==> src/rtl/wp_pkg.sv <==
package wp_pkg;

    // Control field bit positions (compared vector, bits 7:0) and enable.
    localparam int CB_WRITE  = 0;
    localparam int CB_SIZE_LO = 1;
    localparam int CB_SIZE_HI = 2;
    localparam int CB_PROT0  = 3;
    localparam int CB_PROT1  = 4;
    localparam int CB_DBG    = 5;
    localparam int CB_CHAIN  = 6;
    localparam int CB_RANGE  = 7;
    localparam int CB_ENABLE = 8;

    localparam int CTRL_CMP_W = 8;
    localparam int CTRL_VAL_W = 9;
    localparam int SEL_W      = 3;

    typedef enum logic [SEL_W-1:0] {
        SEL_ADDR_VAL = 3'd0,
        SEL_ADDR_MSK = 3'd1,
        SEL_DATA_VAL = 3'd2,
        SEL_DATA_MSK = 3'd3,
        SEL_CTRL_VAL = 3'd4,
        SEL_CTRL_MSK = 3'd5,
        SEL_SPARE6   = 3'd6,
        SEL_SPARE7   = 3'd7
    } reg_sel_e;

    typedef enum logic [1:0] {
        ST_DISARMED = 2'd0,
        ST_ARMED    = 2'd1,
        ST_HIT      = 2'd2
    } wp_state_e;

endpackage

==> src/rtl/wp_regs.sv <==
module wp_regs
    import wp_pkg::*;
#(
    parameter int AW = 32,
    parameter int DW = 32,
    parameter int WW = 32
) (
    input  logic                  clk,
    input  logic                  rst_n,
    input  logic                  wr_en,
    input  logic [SEL_W-1:0]      wr_sel,
    input  logic [WW-1:0]         wr_data,
    output logic [AW-1:0]         addr_val,
    output logic [AW-1:0]         addr_msk,
    output logic [DW-1:0]         data_val,
    output logic [DW-1:0]         data_msk,
    output logic [CTRL_VAL_W-1:0] ctrl_val,
    output logic [CTRL_CMP_W-1:0] ctrl_msk
);

    reg_sel_e sel;
    assign sel = reg_sel_e'(wr_sel);

    always_ff @(posedge clk or negedge rst_n) begin
        if (!rst_n) begin
            addr_val <= '0;
            addr_msk <= '0;
            data_val <= '0;
            data_msk <= '0;
            ctrl_val <= '0;
            ctrl_msk <= '0;
        end else if (wr_en) begin
            unique case (sel)
                SEL_ADDR_VAL: addr_val <= wr_data[AW-1:0];
                SEL_ADDR_MSK: addr_msk <= wr_data[AW-1:0];
                SEL_DATA_VAL: data_val <= wr_data[DW-1:0];
                SEL_DATA_MSK: data_msk <= wr_data[DW-1:0];
                SEL_CTRL_VAL: ctrl_val <= wr_data[CTRL_VAL_W-1:0];
                SEL_CTRL_MSK: ctrl_msk <= wr_data[CTRL_CMP_W-1:0];
                SEL_SPARE6, SEL_SPARE7: begin
                end
            endcase
        end
    end

endmodule

==> src/rtl/wp_masked_cmp.sv <==
module wp_masked_cmp #(
    parameter int W = 32
) (
    input  logic [W-1:0] value,
    input  logic [W-1:0] mask,
    input  logic [W-1:0] probe,
    output logic         agree
);

    logic [W-1:0] bit_ok;

    // A set mask bit forces agreement; a clear one demands equality.
    for (genvar i = 0; i < W; i++) begin : g_bit
        assign bit_ok[i] = mask[i] | ~(value[i] ^ probe[i]);
    end

    assign agree = &bit_ok;

endmodule

==> src/rtl/wp_seq.sv <==
module wp_seq
    import wp_pkg::*;
(
    input  logic clk,
    input  logic rst_n,
    input  logic enable,
    input  logic qualified_hit,
    output logic match_o
);

    wp_state_e state, state_nx;

    always_ff @(posedge clk or negedge rst_n) begin
        if (!rst_n) state <= ST_DISARMED;
        else        state <= state_nx;
    end

    always_comb begin
        state_nx = state;
        unique case (state)
            ST_DISARMED: begin
                if (enable) state_nx = qualified_hit ? ST_HIT : ST_ARMED; // arm / fire
            end
            ST_ARMED: begin
                if (!enable)           state_nx = ST_DISARMED;        // disarm
                else if (qualified_hit) state_nx = ST_HIT;            // fire
            end
            ST_HIT: begin
                if (!enable)            state_nx = ST_DISARMED;       // disarm
                else if (!qualified_hit) state_nx = ST_ARMED;         // rearm
            end
            default: state_nx = ST_DISARMED;
        endcase
    end

    always_comb begin
        unique case (state)
            ST_HIT:  match_o = 1'b1;
            default: match_o = 1'b0;
        endcase
    end

endmodule

==> src/rtl/wp_match_unit.sv <==
module wp_match_unit
    import wp_pkg::*;
#(
    parameter int AW = 32,
    parameter int DW = 32,
    localparam int WW0 = (AW > DW) ? AW : DW,
    localparam int WW = (WW0 > CTRL_VAL_W) ? WW0 : CTRL_VAL_W
) (
    input  logic             clk,
    input  logic             rst_n,
    input  logic             wr_en,
    input  logic [SEL_W-1:0] wr_sel,
    input  logic [WW-1:0]    wr_data,
    input  logic             bus_valid,
    input  logic [AW-1:0]    bus_addr,
    input  logic [DW-1:0]    bus_data,
    input  logic             bus_write,
    input  logic [1:0]       bus_size,
    input  logic [1:0]       bus_prot,
    input  logic             dbg_ext_i,
    input  logic             chain_in,
    input  logic             range_in,
    output logic             chain_o,
    output logic             match_o
);

    logic [AW-1:0]         addr_val, addr_msk;
    logic [DW-1:0]         data_val, data_msk;
    logic [CTRL_VAL_W-1:0] ctrl_val;
    logic [CTRL_CMP_W-1:0] ctrl_msk;
    logic [CTRL_CMP_W-1:0] ctrl_probe;
    logic                  addr_ok, data_ok, ctrl_ok;
    logic                  ctrl_enable;
    logic                  hit_now;

    wp_regs #(.AW(AW), .DW(DW), .WW(WW)) u_regs (
        .clk(clk), .rst_n(rst_n),
        .wr_en(wr_en), .wr_sel(wr_sel), .wr_data(wr_data),
        .addr_val(addr_val), .addr_msk(addr_msk),
        .data_val(data_val), .data_msk(data_msk),
        .ctrl_val(ctrl_val), .ctrl_msk(ctrl_msk)
    );

    always_comb begin
        ctrl_probe                       = '0;
        ctrl_probe[CB_WRITE]             = bus_write;
        ctrl_probe[CB_SIZE_HI:CB_SIZE_LO] = bus_size;
        ctrl_probe[CB_PROT0]             = bus_prot[0];
        ctrl_probe[CB_PROT1]             = bus_prot[1];
        ctrl_probe[CB_DBG]               = dbg_ext_i;
        ctrl_probe[CB_CHAIN]             = chain_in;
        ctrl_probe[CB_RANGE]             = range_in;
    end

    wp_masked_cmp #(.W(AW)) u_cmp_addr (
        .value(addr_val), .mask(addr_msk), .probe(bus_addr), .agree(addr_ok)
    );
    wp_masked_cmp #(.W(DW)) u_cmp_data (
        .value(data_val), .mask(data_msk), .probe(bus_data), .agree(data_ok)
    );
    wp_masked_cmp #(.W(CTRL_CMP_W)) u_cmp_ctrl (
        .value(ctrl_val[CTRL_CMP_W-1:0]), .mask(ctrl_msk),
        .probe(ctrl_probe), .agree(ctrl_ok)
    );

    assign ctrl_enable = ctrl_val[CB_ENABLE];
    assign hit_now     = ctrl_enable & bus_valid & addr_ok & data_ok & ctrl_ok;
    assign chain_o     = hit_now;

    wp_seq u_seq (
        .clk(clk), .rst_n(rst_n),
        .enable(ctrl_enable), .qualified_hit(hit_now),
        .match_o(match_o)
    );

endmodule

==> config.mk <==
export PLATFORM = sky130hd
export DESIGN_NAME = wp_match_unit
export DESIGN_NICKNAME = d
export VERILOG_FILES = /design/src/rtl/wp_pkg.sv /design/src/rtl/wp_regs.sv /design/src/rtl/wp_masked_cmp.sv /design/src/rtl/wp_seq.sv /design/src/rtl/wp_match_unit.sv
export SDC_FILE = /design/constraint.sdc
export NUM_CORES = 1
export LEC_CHECK = 0
export ABC_AREA = 1
export BUFFER_PORTS_ARGS = -buffer_cell sky130_fd_sc_hd__buf_2
export CELL_PAD_IN_SITES_DETAIL_PLACEMENT = 1
export CELL_PAD_IN_SITES_GLOBAL_PLACEMENT = 1
export CORE_ASPECT_RATIO = 2
export CORE_MARGIN = 3
export CORE_UTILIZATION = 44
export CTS_CLUSTER_DIAMETER = 50
export DETAILED_ROUTE_END_ITERATION = 8
export GPL_TIMING_DRIVEN = 0
export PLACE_DENSITY = 0.83
export REMOVE_ABC_BUFFERS = 1
export SLEW_MARGIN = 20
export SYNTH_ARGS = -nofsm -noshare
export SYNTH_HDL_FRONTEND = slang
export SYNTH_HIERARCHICAL = 1
export SYNTH_SLANG_ARGS = --single-unit
==> constraint.sdc <==
create_clock -name clk -period 3.5 [get_ports clk]
set_clock_uncertainty 0.15 [all_clocks]
set_input_delay 0.175 -clock clk [delete_from_list [all_inputs] [get_ports clk]]
set_output_delay 0.175 -clock clk [all_outputs]
set_load 0.02 [all_outputs]
==> results.toml <==
[worst_setup_path]
startpoint_type = "flip-flop"
crit_top_cell = "nor2_1"
worst-r2r-setup-slack_ns = 1.52
required_ns = 3.17
cp_top_family = "simple AND/OR/NAND/NOR gates"
path_cells = "nor2_1 -> nor2_1 -> nand2_1 -> nand4_1 -> nor2_1 -> nand2_1 -> nor2_1 -> nand3_1 -> nor2_1 -> buf_2"
critPathArrivalTime_ns = 2.14
worst-path-buf-inv = 1
r2r_start = "u_regs/data_val[24]"
critPathKind = "reg -> out"
critPathMaxStageDelay_ns = 0.40
worstPathMaxFanout = 3
r2r_cells = 12
slowest_stage = "dfrtp_1"
rr_endpoint = "u_seq/state[0]"
end_kind = "output port"

[synth]
ys_types = 17
ys_seq_area_share_pct = 48.13
ys_async_sr_fraction_pct = 100.0
synth_cells = 1115
synth.most_common_cell = "nand2_1"
ys_seq_elements = 147
synth.top_cells.by_count = "nand2_1, inv_1, dfrtp_1, nand3_1, nor2_1"
synthFlopType = "dfrtp_1"
synth_area_per_cell_um2 = 6.855
ys_warn_count = 6
synth_top_cells_by_area = "dfrtp_1, nand2_1, nand3_1, inv_1, nor2_1"
synth_top_area_share_pct = 48.13
synth_largest_area_cell = "dfrtp_1"
synth.cell_area_mm2 = 0.007644
synth-edff-count = 0

[power_and_ir_drop]
netSwitchingFraction_pct = 29.68
leakagePower_nw = 5.438
p_switching_mw = 1.554
p_total_mw = 5.235
combPwrFrac_pct = 19.3
p_seq_share_pct = 42.5
p_per_area_mw_per_mm2 = 556.5
pwr-share-clk_pct = 38.2
ir_drop_uv = 382.6
p_int_mw = 3.681

[drt]
wl_um = 23410
route.vias.total = 7382
antenna_left = 0
via_per_inst = 5.015
firstDrtPassIters = 4
drt_iter0_markers = 232
wl_per_cell_um = 15.91
drc = 0

[floorplanning]
core_area_mm2 = 0.01693
rows = 67
dieArea_mm2 = 0.01909
die-width_um = 99.20
die_h_um = 192.4
ios = 113
initial_core_util_pct = 45.14

[final_layout]
syn_to_final_growth_pct = 23.06
nNetsFinal = 1362
finalInstanceArea_mm2 = 0.009407
layout-drive-gt1-share_pct = 13.06

[run_status]
status = "finished, final reports clean"

[clocking]
clk_latency_ns = 0.43
cts_hold_buffers = 35
ctsResizeCount = 0
cts_setup_buffers = 0
clock-sinks = 147
cts_tree = "done"
cts_root_buf = "clkbuf_16"
tritoncts.num_buffers = 17
path_clk_slew_ns = 0.06
ctsHtreeMaxLevel = 4
cts_max_path_buffers = 2

[grt]
grtUsageTotal_pct = 25.34
grt_pass1_vias = 7995
grt_max_degree = 96
antenna_found_initial = 1
grt_pass1_wl_um = 37980
grt-ovfl-total = 0

[place]
io_buffers = 112
place_worst_setup_slack_ns = 0.8558
globalplace.congestion = 0.7374
post-dp-hpwl_um = 15130
place_area_mm2 = 0.008413

[flow_run]
drv_cap = 0

[timing]
fin_crit_ns = 2.469
finalSetupViolations = 0
min_period_over_period_pct = 70.55
hold_viol_final = 0
setup_ws_ns = 1.031
slew_headroom_pct = 27.42
tightest_slew_ns = 1.086
fmax_ghz = 0.4050
slew_violations = 0
rsz0062_at_grt = "false"

[worst_hold_path]
min_path_type = "in -> reg"
min_path_cells = 5
hold_path.startpoint = "wr_en"
whs_endpoint = "u_regs/data_val[5]"
==> per-layer routing <==
layer | global-route usage [%] | wire length (um) | vias up
met1 | 26.84 | 8913 | 3603
met5 | 0 | 0 | -
li1 | - | - | 3603
met3 | 3.871 | 765 | 43
met2 | 48.91 | 13130 | 133
met4 | 10.21 | 607 | 0
==> layout by cell type, fill, tap and decap left out <==
cell type      Yosys  final
buf_12             0      4
buf_16             0      2
buf_2             23    111
buf_8              0      1
bufinv_16          0      5
clkbuf_1           1      2
clkbuf_16          0     17
clkinv_2           0      1
clkinv_4           0      3
clkinvlp_4         0      2
dfrtp_1          147    147
diode_2            0      2
dlygate4sd3_1      0     35
inv_1            150    150
inv_2              3      3
inv_6              0      1
nand2_1          520    517
nand2_2            2      5
nand3_1          132    132
nand3b_1           8      8
nand4_1            2      2
nor2_1           105    105
nor2_2             7      5
nor2_4             2      4
nor2_8             1      1
==> stage by stage <==
| step | util, % | setup TNS (ns) | instances | hold WS (ns) |
|---|---|---|---|---|
| floorplan | - | 0 | 1079 | -0.2706 |
| global placement | 48.72 | -58.05 | 1398 | 0.2730 |
| detailed placement | 49.68 | 0 | 1404 | -0.02738 |
| CTS | 55.52 | 0 | 1470 | 0.01320 |
| global route | 55.53 | 0 | 1471 | 0.04691 |
| finish | 55.55 | 0 | 1472 | 0.02693 |
==> state kept, by name, summed over array words and instances, names as in the netlist <==
register / count
u_seq/state: 2
u_regs/data_msk: 32
u_regs/addr_val: 32
u_regs/ctrl_msk: 8
u_regs/ctrl_val: 9
u_regs/addr_msk: 32
u_regs/data_val: 32
==> final cells by class <==
type | count | area [um2]
Inverter | 153 | 574.3
Clock buffer | 19 | 432.9
Multi-Input combinational cell | 779 | 3196
Clock inverter | 12 | 205.2
Tap cell | 207 | 259.0
Sequential cell | 147 | 3679
Antenna cell | 2 | 5.005
Fill cell | 2251 | 7527
Timing Repair Buffer | 153 | 1056
==> worst register-to-register path, delay by kind of cell (launching register included) <==
family	cells	cell delay [ns]
buf+inv	1	0.07
flops	1	0.40
simple gates	11	1.26
==> power groups by stage <==
stage / clock network, mW / logic, mW / registers (mW)
after floorplan: 0 / 0.642 / 2.20
after CTS: 2.03 / 1.02 / 2.23
after detailed placement: 0 / 0.971 / 2.25
final: 2.00 / 1.01 / 2.23
after global routing: 2.09 / 1.18 / 2.27
after global placement: 0 / 0.902 / 2.23
==> kinds of logic (layout without fill, tap and decap cells) <==
family | count (synthesis) | in the layout | share of synthesized area, %
buffers and inverters | 189 | 337 | 10.30
DFF | 147 | 147 | 48.13
other | 0 | 2 | 0
and+or+nand+nor | 779 | 779 | 41.58
==> worst max path at each step <==
stage                   startpoint                  end  slack (ns)  cells after the start
2_1_floorplan            wr_sel[1]   u_regs/addr_val[0]        1.25                      4
3_3_place_gp             wr_sel[1]  u_regs/addr_val[16]       -0.87                      5
3_5_place_dp             wr_sel[0]  u_regs/addr_msk[10]        0.86                      6
4_1_cts         u_regs/addr_val[4]              chain_o        1.03                     12
5_1_grt        u_regs/data_val[29]              chain_o        0.87                     10
6_report       u_regs/data_val[24]              chain_o        1.03                     10
No activity file was read; power rests on OpenSTA's default activity.
